## src/rtl/ccd_pkg.sv

```systemverilog
package ccd_pkg;

    // Largest division ratio and the widths derived from it.
    localparam int unsigned MAX_DIV = 8;
    localparam int unsigned PH_W    = $clog2(MAX_DIV / 2);
    localparam int unsigned HALF_W  = PH_W + 1;

    typedef logic [1:0] rate_code_t;

    localparam rate_code_t CODE_DIV8 = 2'b00;
    localparam rate_code_t CODE_DIV4 = 2'b01;
    localparam rate_code_t CODE_DIV2 = 2'b11;
    localparam rate_code_t CODE_FULL = 2'b10;

    // True when the code selects the undivided base clock.
    function automatic logic is_full(rate_code_t c);
        return c == CODE_FULL;
    endfunction

    // Half period in base cycles. Full rate reports 1, which the divider
    // uses only for its reset-time phase position.
    function automatic logic [HALF_W-1:0] half_of(rate_code_t c);
        logic [HALF_W-1:0] h;
        unique case (c)
            CODE_DIV8: h = HALF_W'(4);
            CODE_DIV4: h = HALF_W'(2);
            CODE_DIV2: h = HALF_W'(1);
            default:   h = HALF_W'(1);
        endcase
        return h;
    endfunction

endpackage

```

## src/rtl/ccd_settle.sv

```systemverilog
module ccd_settle
    import ccd_pkg::*;
#(
    parameter int unsigned SETTLE_CYCLES = 10
) (
    input  logic       clk_i,
    input  logic       rst_ni,
    input  rate_code_t code_i,
    input  logic       boundary_i,
    output logic       commit_o,
    output rate_code_t req_code_o,
    output rate_code_t act_code_o
);

    localparam int unsigned STL_W = $clog2(SETTLE_CYCLES + 1);
    localparam logic [STL_W-1:0] STL_DONE = STL_W'(SETTLE_CYCLES);

    typedef struct packed {
        rate_code_t       req;
        rate_code_t       act;
        logic [STL_W-1:0] stl;
    } settle_t;

    settle_t s_d, s_q;
    logic    commit_d;

    always_comb begin
        s_d      = s_q;
        commit_d = 1'b0;
        if (code_i != s_q.req) begin
            // Any new code, even an intermediate one, restarts the window.
            s_d.req = code_i;
            s_d.stl = STL_W'(1);
        end else if (s_q.stl == STL_DONE) begin
            if (s_q.req == s_q.act) begin
                s_d.stl = '0;
            end else if (boundary_i) begin
                commit_d = 1'b1;
                s_d.act  = s_q.req;
                s_d.stl  = '0;
            end
        end else if (s_q.stl != '0) begin
            s_d.stl = s_q.stl + STL_W'(1);
        end
    end

    always_ff @(posedge clk_i) begin
        if (!rst_ni) begin
            s_q.req <= code_i;
            s_q.act <= code_i;
            s_q.stl <= '0;
        end else begin
            s_q <= s_d;
        end
    end

    assign commit_o   = commit_d;
    assign req_code_o = s_q.req;
    assign act_code_o = s_q.act;

    AST_STL_BOUND: assert property (@(posedge clk_i) disable iff (!rst_ni)
        s_q.stl <= STL_DONE);

    AST_COMMIT_AFTER_SETTLE: assert property (@(posedge clk_i) disable iff (!rst_ni)
        (s_q.act != $past(s_q.act)) |-> ($past(s_q.stl) == STL_DONE));

    AST_COMMIT_MATCHES_REQ: assert property (@(posedge clk_i) disable iff (!rst_ni)
        (s_q.act != $past(s_q.act)) |-> ($past(code_i) == s_q.act));

endmodule

```

## src/rtl/ccd_divider.sv

```systemverilog
module ccd_divider
    import ccd_pkg::*;
(
    input  logic       clk_i,
    input  logic       rst_ni,
    input  logic       commit_i,
    input  rate_code_t next_code_i,
    input  rate_code_t act_code_i,
    input  rate_code_t rst_code_i,
    output logic       full_o,
    output logic       level_o,
    output logic       boundary_o
);

    typedef struct packed {
        logic            full;
        logic            lvl;
        logic [PH_W-1:0] ph;
    } div_t;

    div_t              s_d, s_q;
    logic [HALF_W-1:0] half_c;
    logic              term_c;

    assign half_c = half_of(act_code_i);
    assign term_c = ({1'b0, s_q.ph} == (half_c - HALF_W'(1)));

    always_comb begin
        s_d = s_q;
        if (commit_i) begin
            // The new ratio begins with a fresh high phase.
            s_d.ph = '0;
            if (is_full(next_code_i)) begin
                s_d.full = 1'b1;
                s_d.lvl  = 1'b0;
            end else begin
                s_d.full = 1'b0;
                s_d.lvl  = 1'b1;
            end
        end else if (!s_q.full) begin
            if (term_c) begin
                s_d.ph = '0;
                if (s_q.lvl) begin
                    s_d.lvl = 1'b0;
                end else if (is_full(act_code_i)) begin
                    s_d.full = 1'b1;
                end else begin
                    s_d.lvl = 1'b1;
                end
            end else begin
                s_d.ph = s_q.ph + PH_W'(1);
            end
        end
    end

    always_ff @(posedge clk_i) begin
        if (!rst_ni) begin
            s_q.full <= 1'b0;
            s_q.lvl  <= 1'b0;
            s_q.ph   <= PH_W'(half_of(rst_code_i) - HALF_W'(1));
        end else begin
            s_q <= s_d;
        end
    end

    assign full_o     = s_q.full;
    assign level_o    = s_q.lvl;
    assign boundary_o = s_q.full | (~s_q.lvl & term_c);

    AST_FULL_KEEPS_LOW: assert property (@(posedge clk_i) disable iff (!rst_ni)
        s_q.full |-> !s_q.lvl);

    AST_PH_IN_RANGE: assert property (@(posedge clk_i) disable iff (!rst_ni)
        {1'b0, s_q.ph} < half_c);

    AST_PHASE_WHOLE: assert property (@(posedge clk_i) disable iff (!rst_ni)
        (!s_q.full && !$past(s_q.full) && (s_q.lvl != $past(s_q.lvl)))
        |-> ({1'b0, $past(s_q.ph)} == ($past(half_c) - HALF_W'(1))));

endmodule

```

## src/rtl/card_clk_div.sv

```systemverilog
module card_clk_div
    import ccd_pkg::*;
#(
    parameter int unsigned SETTLE_CYCLES = 10
) (
    input  logic clk_i,
    input  logic rst_ni,
    input  logic rate_a_i,
    input  logic rate_b_i,
    output logic card_clk_o
);

    rate_code_t code_c;
    rate_code_t req_code;
    rate_code_t act_code;
    logic       commit;
    logic       boundary;
    logic       full_mode;
    logic       div_level;

    assign code_c = {rate_a_i, rate_b_i};

    ccd_settle #(
        .SETTLE_CYCLES(SETTLE_CYCLES)
    ) i_settle (
        .clk_i      (clk_i),
        .rst_ni     (rst_ni),
        .code_i     (code_c),
        .boundary_i (boundary),
        .commit_o   (commit),
        .req_code_o (req_code),
        .act_code_o (act_code)
    );

    ccd_divider i_divider (
        .clk_i       (clk_i),
        .rst_ni      (rst_ni),
        .commit_i    (commit),
        .next_code_i (req_code),
        .act_code_i  (act_code),
        .rst_code_i  (code_c),
        .full_o      (full_mode),
        .level_o     (div_level),
        .boundary_o  (boundary)
    );

    // The mode changes only at a rising edge, while the divided level is
    // low or about to start a high phase, so the two sources meet cleanly.
    assign card_clk_o = full_mode ? clk_i : div_level;

    AST_SWITCH_AT_BOUNDARY: assert property (@(posedge clk_i) disable iff (!rst_ni)
        (act_code != $past(act_code)) |-> $past(boundary));

endmodule

```

## config.mk

```make
export PLATFORM = sky130hd
export DESIGN_NAME = card_clk_div
export DESIGN_NICKNAME = d
export VERILOG_FILES = /design/src/rtl/ccd_pkg.sv /design/src/rtl/ccd_settle.sv /design/src/rtl/ccd_divider.sv /design/src/rtl/card_clk_div.sv
export SDC_FILE = /design/constraint.sdc
export NUM_CORES = 1
export LEC_CHECK = 0
export ABC_CLOCK_PERIOD_IN_PS = 1900
export BUFFER_PORTS_ARGS = -buffer_cell sky130_fd_sc_hd__clkbuf_2
export CAP_MARGIN = 20
export CORE_UTILIZATION = 50
export CTS_CLUSTER_DIAMETER = 80
export DETAILED_ROUTE_END_ITERATION = 12
export GPL_TIMING_DRIVEN = 0
export PLACE_DENSITY = 0.77
export SLEW_MARGIN = 20
export SYNTH_ARGS = -nofsm -noshare
export SYNTH_HDL_FRONTEND = slang
export SYNTH_SLANG_ARGS = --single-unit
```

## constraint.sdc

```tcl
create_clock -name clk_i -period 1.9 [get_ports clk_i]
set_clock_uncertainty 0.1 [all_clocks]
set_input_delay 0.285 -clock clk_i [delete_from_list [all_inputs] [get_ports clk_i]]
set_output_delay 0.285 -clock clk_i [all_outputs]
set_load 0.01 [all_outputs]
```

==> impl_summary.log, run 1 <==
[metrics] run status: complete, but fails checks
[metrics] failing checks: setup timing
[metrics] standard-cell rows: 13
[metrics] Die Width: a little over 40 microns
[metrics] areal power density over the cells: 914.1 mW/mm^2
[metrics] worst-path cell chain: xnor2_2 -> a2111oi_4 -> buf_4 -> nand4b_1 -> a22o_1 -> a21oi_2
[metrics] crit path kind: reg -> reg
[metrics] weighted congestion at the end of routability-driven global placement: approximately 0.76
[metrics] number of design-rule violations left by the first detailed-router iteration: 11
[metrics] fraction of layout instances using a drive strength above 1: a little under a quarter
[metrics] net count after synthesis: 78
[metrics] via count: between 600 and 700
[metrics] count of final max-slew check failures: 0
[metrics] Initial DRT Pass Iterations: 4
[metrics] Least-Margin Pin Slew: between 400 and 500 ps
[metrics] launching element type of the critical path: flip-flop
[metrics] ant diodes: 0
[metrics] crit path time final: approximately 1900 ps
[metrics] via count normalized by instance count: roughly 5.9
[metrics] crit path DAT: roughly 2100 ps
[metrics] GRT Resource Usage Total: between 20 and 25%
[metrics] TritonCTS clock tree: built
[metrics] Post-synth top flop: sky130_fd_sc_hd__edfxtp_1
[metrics] sum of overflow across all layers after global routing: 0
[metrics] leakage power figure: approximately 0.00033 uW
[metrics] fin crit share: 101.0%
[metrics] total wire length: roughly 1500 microns
[metrics] number of antenna violations at the first check in global routing: 0
[metrics] highest clock rate: 520.9 MHz
[metrics] P&R area growth vs syn: 18.74%
[metrics] area of the die: about 0.0016 sq mm
[metrics] Peak supply drop: between 0.6 and 0.7 mV
[metrics] count of max-cap constraint violations: 0
[metrics] biggest area consumer among synthesized cells: sky130_fd_sc_hd__edfxtp_1
[metrics] post-synthesis cell count: 74
[metrics] Setup WS pre-CTS: -119.5 ps
[metrics] family with the most delay on the worst path: compound AO/OA/AOI/OAI gates
[metrics] type of the most critical hold path: in -> reg
[metrics] DRT antenna net count: 0
[metrics] wire length of the first global-routing pass: around 2400 microns
[metrics] Worst Slack Setup Final: -19.60 ps
[metrics] worst-path fanout max: 4
[metrics] unrepaired setup endpoints after global routing: true
[metrics] detailed-route wire length per cell: 14.06 microns
[metrics] Std-Cell Core Area: ~0.0013 sq mm
[metrics] count of distinct cell types in the synthesized netlist: 34
[metrics] later-pin clock latency in the skew report: roughly 380 ps
[metrics] Buf/Inv on CP: 1
[metrics] sequential share of the synthesized area: 40.89%
[metrics] biggest cell delay along the critical path: 490 ps
[metrics] floorplan die height: between 40 and 50 microns
[metrics] total number of nets in the final design: 94
[metrics] post-detail-place hpwl: around 930 microns
[metrics] total chip power: 797.1 uW
[metrics] final-layout worst hold slack: around 47 ps
[metrics] leading cell types by count after synthesis: 7 x sky130_fd_sc_hd__nand2_1, 6 x sky130_fd_sc_hd__dfxtp_1, 6 x sky130_fd_sc_hd__edfxtp_1, 6 x sky130_fd_sc_hd__xor2_1
[metrics] endpoint kind of the worst setup timing path: flip-flop
[metrics] number of flops mapped to enable cells by yosys: 6
[metrics] number of register bits inferred by synthesis: 12
[metrics] number of setup violations in the final report: 2
[metrics] number of hold buffers added after CTS: 0
[metrics] data required time of the critical path: between 2000 and 2500 ps
[metrics] final core area utilization: 65.38%
[metrics] Final Hold Viols: 0
[metrics] Setup TNS: -22.55 ps
[metrics] cell with the biggest individual delay on the critical path: sky130_fd_sc_hd__edfxtp_1
[metrics] largest net degree at the start of global routing: 10
[metrics] post-route DRC violation count: 0
[metrics] most used standard cell by instance count after synthesis: sky130_fd_sc_hd__nand2_1
[metrics] Cell Area, Synth: 734.5 sq um
[metrics] number of synthesis warnings: 0
[metrics] Initial Utilization: about 55%
[metrics] share of the synthesized area in the top cell type: approximately a quarter
[metrics] Port Buffer Count: 3
[metrics] number of filler cells placed in the layout: 114
[metrics] worst relative slew slack: a little under three quarters
[metrics] CTS clk-pin slew, worst paths: 80 ps
[metrics] number of top-level pins: 5
[metrics] post-synthesis async set-or-reset flop share: 0%
[metrics] synthesized area divided by synthesized cell count: between 9 and 10 sq um
[metrics] cell types with the largest area share after synthesis: sky130_fd_sc_hd__edfxtp_1 25%, sky130_fd_sc_hd__dfxtp_1 16%, sky130_fd_sc_hd__xor2_1 7.2%
[metrics] number of global-route vias before repair: approximately 600
-- area by class of cell --
cell class,count,area (sq um),area share (%)
Clock buffer,7,50.05,5.739
Multi-Input combinational cell,55,425.4,48.78
Sequential cell,12,300.3,34.43
Buffer,2,7.507,0.8608
Timing Repair Buffer,7,47.55,5.452
Inverter,5,18.77,2.152
Clock inverter,1,3.754,0.4304
Tap cell,15,18.77,2.152
-- sequential cells by signal (all words and copies together), names as in the netlist --
register / count
i_divider.s_q: 2
i_settle.s_q: 4
i_divider.level_o: 1
i_settle.req_code_o: 2
i_divider.full_o: 1
i_settle.act_code_o: 2
-- logic make-up (layout without fill, tap and decap cells) --
group	after synthesis	after routing	synth area share, %
simple gates	24	24	19.59
compound gates	20	20	21.98
flops	12	12	40.89
xor+xnor	8	8	9.540
buf+inv	7	22	3.577
mux	3	3	4.429
-- path summary, 6_finish.rpt --
check | start | endpoint | slack [ps] | cells past startpoint
worst max-delay path | i_settle.req_code_o[1] | i_divider.level_o | -20 | 6
worst min register to register | i_settle.s_q[1] | i_settle.s_q[1] | 470 | 2
worst min-delay path | rate_a_i | i_settle.req_code_o[1] | 50 | 1
worst max register to register | i_settle.req_code_o[1] | i_divider.level_o | -20 | 6
-- where the power goes --
| group | internal [uW] | leakage, uW | total [uW] | switching [uW] |
|---|---|---|---|---|
| clock | 152 | 0.0000361 | 263 | 111 |
| sequential | 304 | 0.000112 | 339 | 34.9 |
| combinational | 95.3 | 0.000183 | 195 | 100 |
| total | 551 | 0.000331 | 797 | 246 |
-- layout by cell type (no fill, tap or decap) --
cell / Yosys / routed
sky130_fd_sc_hd__a2111oi_2: 1 / 1
sky130_fd_sc_hd__a2111oi_4: 1 / 1
sky130_fd_sc_hd__a211o_1: 2 / 2
sky130_fd_sc_hd__a21oi_1: 4 / 4
sky130_fd_sc_hd__a21oi_2: 1 / 1
sky130_fd_sc_hd__a22o_1: 1 / 1
sky130_fd_sc_hd__a22oi_1: 1 / 1
sky130_fd_sc_hd__a311oi_2: 0 / 1
sky130_fd_sc_hd__a31oi_1: 1 / 1
sky130_fd_sc_hd__and3_1: 1 / 1
sky130_fd_sc_hd__and4bb_1: 2 / 2
sky130_fd_sc_hd__buf_4: 0 / 5
sky130_fd_sc_hd__clkbuf_1: 2 / 2
sky130_fd_sc_hd__clkbuf_2: 0 / 3
sky130_fd_sc_hd__clkbuf_4: 0 / 6
sky130_fd_sc_hd__clkinv_1: 1 / 2
sky130_fd_sc_hd__dfxtp_1: 6 / 6
sky130_fd_sc_hd__edfxtp_1: 6 / 6
sky130_fd_sc_hd__inv_1: 4 / 4
sky130_fd_sc_hd__mux2_1: 2 / 2
sky130_fd_sc_hd__mux2i_1: 1 / 1
sky130_fd_sc_hd__nand2_1: 7 / 7
sky130_fd_sc_hd__nand2b_1: 2 / 2
sky130_fd_sc_hd__nand3_1: 3 / 3
sky130_fd_sc_hd__nand4b_1: 1 / 1
sky130_fd_sc_hd__nor2_1: 3 / 3
sky130_fd_sc_hd__nor3_1: 1 / 1
sky130_fd_sc_hd__nor3b_1: 1 / 1
sky130_fd_sc_hd__nor4b_1: 1 / 1
sky130_fd_sc_hd__o21a_1: 1 / 1
sky130_fd_sc_hd__o21ai_0: 3 / 3
sky130_fd_sc_hd__o21ai_1: 2 / 1
sky130_fd_sc_hd__o21ai_2: 0 / 1
sky130_fd_sc_hd__o32ai_1: 1 / 1
sky130_fd_sc_hd__or3_1: 1 / 1
sky130_fd_sc_hd__or4_4: 1 / 1
sky130_fd_sc_hd__xnor2_1: 2 / 1
sky130_fd_sc_hd__xnor2_2: 0 / 1
sky130_fd_sc_hd__xor2_1: 6 / 6
-- routing by layer --
metal | share of wire [%] | track usage, %
met5 | 0 | 0
met4 | 1.1 | 18.33
met3 | 3.8 | 15.56
met2 | 50 | 36.11
met1 | 45 | 24.21
-- per-stage QoR --
stage / instances / cell area, sq um
finish: 104 / 872.1
CTS: 104 / 862.1
global placement: 92 / 768.2
floorplan: 74 / 734.5
detailed placement: 92 / 768.2
global route: 104 / 872.1
-- timing repair --
action,4_1_cts,5_1_grt
setup endpoints to repair,7,6
setup buffers,5,0
endpoints found under the hold margin,0,0
gates resized for setup,1,2
pin swaps,3,0
(Power assumes the default switching activity.)
==> run 2, diff against run 1 <==
- SYNTH_HIERARCHICAL: not set -> 1
==> impl_summary.log, run 2 <==
[metrics] run status: complete, but fails checks
[metrics] failing checks: setup timing
[metrics] final core area utilization: 66.98% (+1.6 points)
[metrics] areal power density over the cells: 838.3 mW/mm^2 (-8.3%)
[metrics] total number of nets in the final design: 100 (+6.4%)
[metrics] via count: 628 (+2.4%)
[metrics] commonest non-fill, non-tap cell in the layout: sky130_fd_sc_hd__buf_4
[metrics] share of the synthesized area in the top cell type: 24.62% (+0.084 points)
[metrics] area of the die: 0.001621 sq mm (-0.32%)
[metrics] synthesized area divided by synthesized cell count: 9.384 sq um (-5.5%)
[metrics] number of antenna violations at the first check in global routing: 0 (unchanged)
[metrics] Std-Cell Core Area: 0.001334 sq mm (unchanged)
[metrics] worst relative slew slack: 68.65% (-2.5 points)
[metrics] Reg2Reg Depth: 6 (unchanged)
[metrics] number of top-level pins: 5 (unchanged)
[metrics] ant diodes: 0 (unchanged)
[metrics] number of synthesis warnings: 6 (+6)
[metrics] top library cells by usage in the layout, fill and taps aside: 9 x sky130_fd_sc_hd__buf_4, 8 x sky130_fd_sc_hd__inv_1, 6 x sky130_fd_sc_hd__xnor2_1, 6 x sky130_fd_sc_hd__dfxtp_1, 6 x sky130_fd_sc_hd__edfxtp_1
[metrics] number of design-rule violations left by the first detailed-router iteration: 23 (+12)
[metrics] Peak supply drop: 0.4907 mV (-19%)
[metrics] total wire length: 1460 microns (-0.14%)
[metrics] post-route DRC violation count: 0 (unchanged)
[metrics] leakage power figure: 0.0003496 uW (+5.6%)
[metrics] Worst Slack Setup Final: -311.5 ps (-291.9 ps)
[metrics] post-synthesis cell count: 78 (+5.4%)
[metrics] cell types with the largest area share after synthesis: sky130_fd_sc_hd__edfxtp_1 25%, sky130_fd_sc_hd__dfxtp_1 16%, sky130_fd_sc_hd__xnor2_1 7.2%
[metrics] worst-path fanout max: 3 (-1)
[metrics] number of flip-flops in the largest register: 4 (unchanged)
[metrics] final-layout worst hold slack: 56.86 ps (+9.703 ps)
[metrics] DRT antenna net count: 0 (unchanged)
[metrics] Largest Register: i_settle/s_q
[metrics] later-pin clock latency in the skew report: 370 ps (about the same)
[metrics] GRT Resource Usage Total: 22.80% (-1.6 points)
[metrics] number of cells traversed by the worst hold path: 1 (unchanged)
[metrics] worst-case register-to-register setup slack: -310 ps (-290 ps)
[metrics] leading cell types by count after synthesis: 8 x sky130_fd_sc_hd__inv_1, 6 x sky130_fd_sc_hd__dfxtp_1, 6 x sky130_fd_sc_hd__edfxtp_1, 6 x sky130_fd_sc_hd__xnor2_1
[metrics] crit path kind: reg -> reg
[metrics] TritonCTS clock tree: built
[metrics] number of global-route vias before repair: 554 (-7.5%)
[metrics] weighted congestion at the end of routability-driven global placement: 0.7194 (-5.6%)
[metrics] via count normalized by instance count: 5.709 (-3.1%)
[metrics] Initial DRT Pass Iterations: 4 (unchanged)
[metrics] sequential share of the synthesized area: 41.03% (+0.14 points)
[metrics] post-detail-place hpwl: 1047 microns (+12%)
[metrics] crit path time final: 2211 ps (+291.9 ps)
[metrics] launching element type of the critical path: flip-flop
[metrics] unrepaired setup endpoints after global routing: true
[metrics] number of register bits inferred by synthesis: 12 (unchanged)
[metrics] standard-cell rows: 13 (unchanged)
[metrics] biggest area consumer among synthesized cells: sky130_fd_sc_hd__edfxtp_1
[metrics] sum of overflow across all layers after global routing: 0 (unchanged)
[metrics] type of the most critical hold path: in -> reg
[metrics] count of distinct cell types in the synthesized netlist: 31 (-8.8%)
[metrics] count of max-cap constraint violations: 0 (unchanged)
[metrics] Cell Area, Synth: 732.0 sq um (-0.34%)
[metrics] Least-Margin Pin Slew: 466.3 ps (+32.79 ps)
[metrics] post-synthesis async set-or-reset flop share: 0% (unchanged)
[metrics] P&R area growth vs syn: 22.05%
[metrics] fraction of layout instances using a drive strength above 1: 26.32% (+2.7 points)
[metrics] wire length of the first global-routing pass: 2290 microns (-4.1%)
[metrics] number of flops mapped to enable cells by yosys: 6 (unchanged)
[metrics] largest net degree at the start of global routing: 11 (+1)
[metrics] Final Hold Viols: 0 (unchanged)
[metrics] count of final max-slew check failures: 0 (unchanged)
[metrics] number of hold buffers added after CTS: 0 (unchanged)
[metrics] CTS clk-pin slew, worst paths: 80 ps (about the same)
[metrics] floorplan die height: 40.26 microns (-0.16%)
[metrics] fin crit share: 116.4% (+15 points)
[metrics] Post-synth top flop: sky130_fd_sc_hd__edfxtp_1
[metrics] endpoint kind of the worst setup timing path: flip-flop
[metrics] crit path DAT: 2130 ps (about the same)
[metrics] Die Width: 40.26 microns (-0.16%)
[metrics] net count after synthesis: 82 (+5.1%)
[metrics] total chip power: 748.9 uW (-6.0%)
[metrics] most used standard cell by instance count after synthesis: sky130_fd_sc_hd__inv_1
[metrics] Port Buffer Count: 4 (+1)
[metrics] highest clock rate: 452.2 MHz (-13%)
[metrics] Initial Utilization: 54.88% (-0.19 points)
[metrics] number of setup violations in the final report: 8 (+6)
[metrics] detailed-route wire length per cell: 13.27 microns (-5.6%)
[metrics] data required time of the critical path: 1820 ps (-290 ps)
==> run 2: logic make-up (layout without fill, tap and decap cells) <==
group / Yosys count / in the layout / share of synthesized area (%)
AO/OA/AOI/OAI: 22 / 22 / 21.37
AND/OR/NAND/NOR: 21 / 21 / 14.70
flip-flops: 12 / 12 / 41.03
buffers and inverters: 12 / 29 / 8.205
multiplexers: 3 / 3 / 5.127
XOR/XNOR: 8 / 8 / 9.573
==> run 2: per-stage QoR <==
stage | instance area (sq um) | worst slack (ps) | std cells | setup TNS [ps]
finish | 893.4 | -311.5 | 110 | -2193
global route | 893.4 | -416.6 | 110 | -3060
CTS | 893.4 | -296.4 | 110 | -2136
detailed placement | 790.8 | -394.8 | 97 | -2626
global placement | 790.8 | -339.7 | 97 | -2165
floorplan | 752.0 | -135.2 | 78 | -505.6
==> run 2: path summary, 6_finish.rpt <==
path                                              from                endpoint
worst min-delay path                          rate_b_i  i_settle/req_code_o[0]
worst min register to register         i_settle/s_q[0]         i_settle/s_q[1]
worst max-delay path            i_settle/act_code_o[1]  i_settle/act_code_o[0]
worst max register to register  i_settle/act_code_o[1]  i_settle/act_code_o[0]
==> run 2: worst max-delay path: stages (launching register included) <==
cell and delay [ps]:
sky130_fd_sc_hd__edfxtp_1 410, sky130_fd_sc_hd__buf_6 140, sky130_fd_sc_hd__nand2b_4 130, sky130_fd_sc_hd__o22a_1 200, sky130_fd_sc_hd__o21bai_1 190, sky130_fd_sc_hd__nand4_1 200
sky130_fd_sc_hd__o31ai_1 490
==> run 2: metal layers <==
metal | GRT usage [%] | wire, microns | vias up
met4 | 17.50 | 23 | 0
met3 | 8.333 | 75 | 4
met1 | 26.03 | 646 | 286
met2 | 34.27 | 716 | 25
li1 | - | - | 313
met5 | 0 | 0 | -
==> run 2: report_power, final <==
group / switching (uW) / leakage, uW / internal (uW)
combinational: 86.9 / 0.000203 / 94.1
clock: 96.9 / 0.0000354 / 140
sequential: 32.2 / 0.000111 / 299
total: 216 / 0.000350 / 533
==> run 2: cell type report <==
class	instances	area [sq um]
fillers	111	440.4
flip-flops and latches	12	300.3
well taps	15	18.77
repair buffers	10	67.56
clock buffers	7	46.29
inverters	8	30.03
multi-input cells	54	392.9
plain buffers	4	37.54
==> run 2: what timing repair did <==
action,4_1_cts,5_1_grt
endpoints found under the setup margin,9,8
setup buffers,7,0
pin swaps,5,0
gates resized for setup,2,1
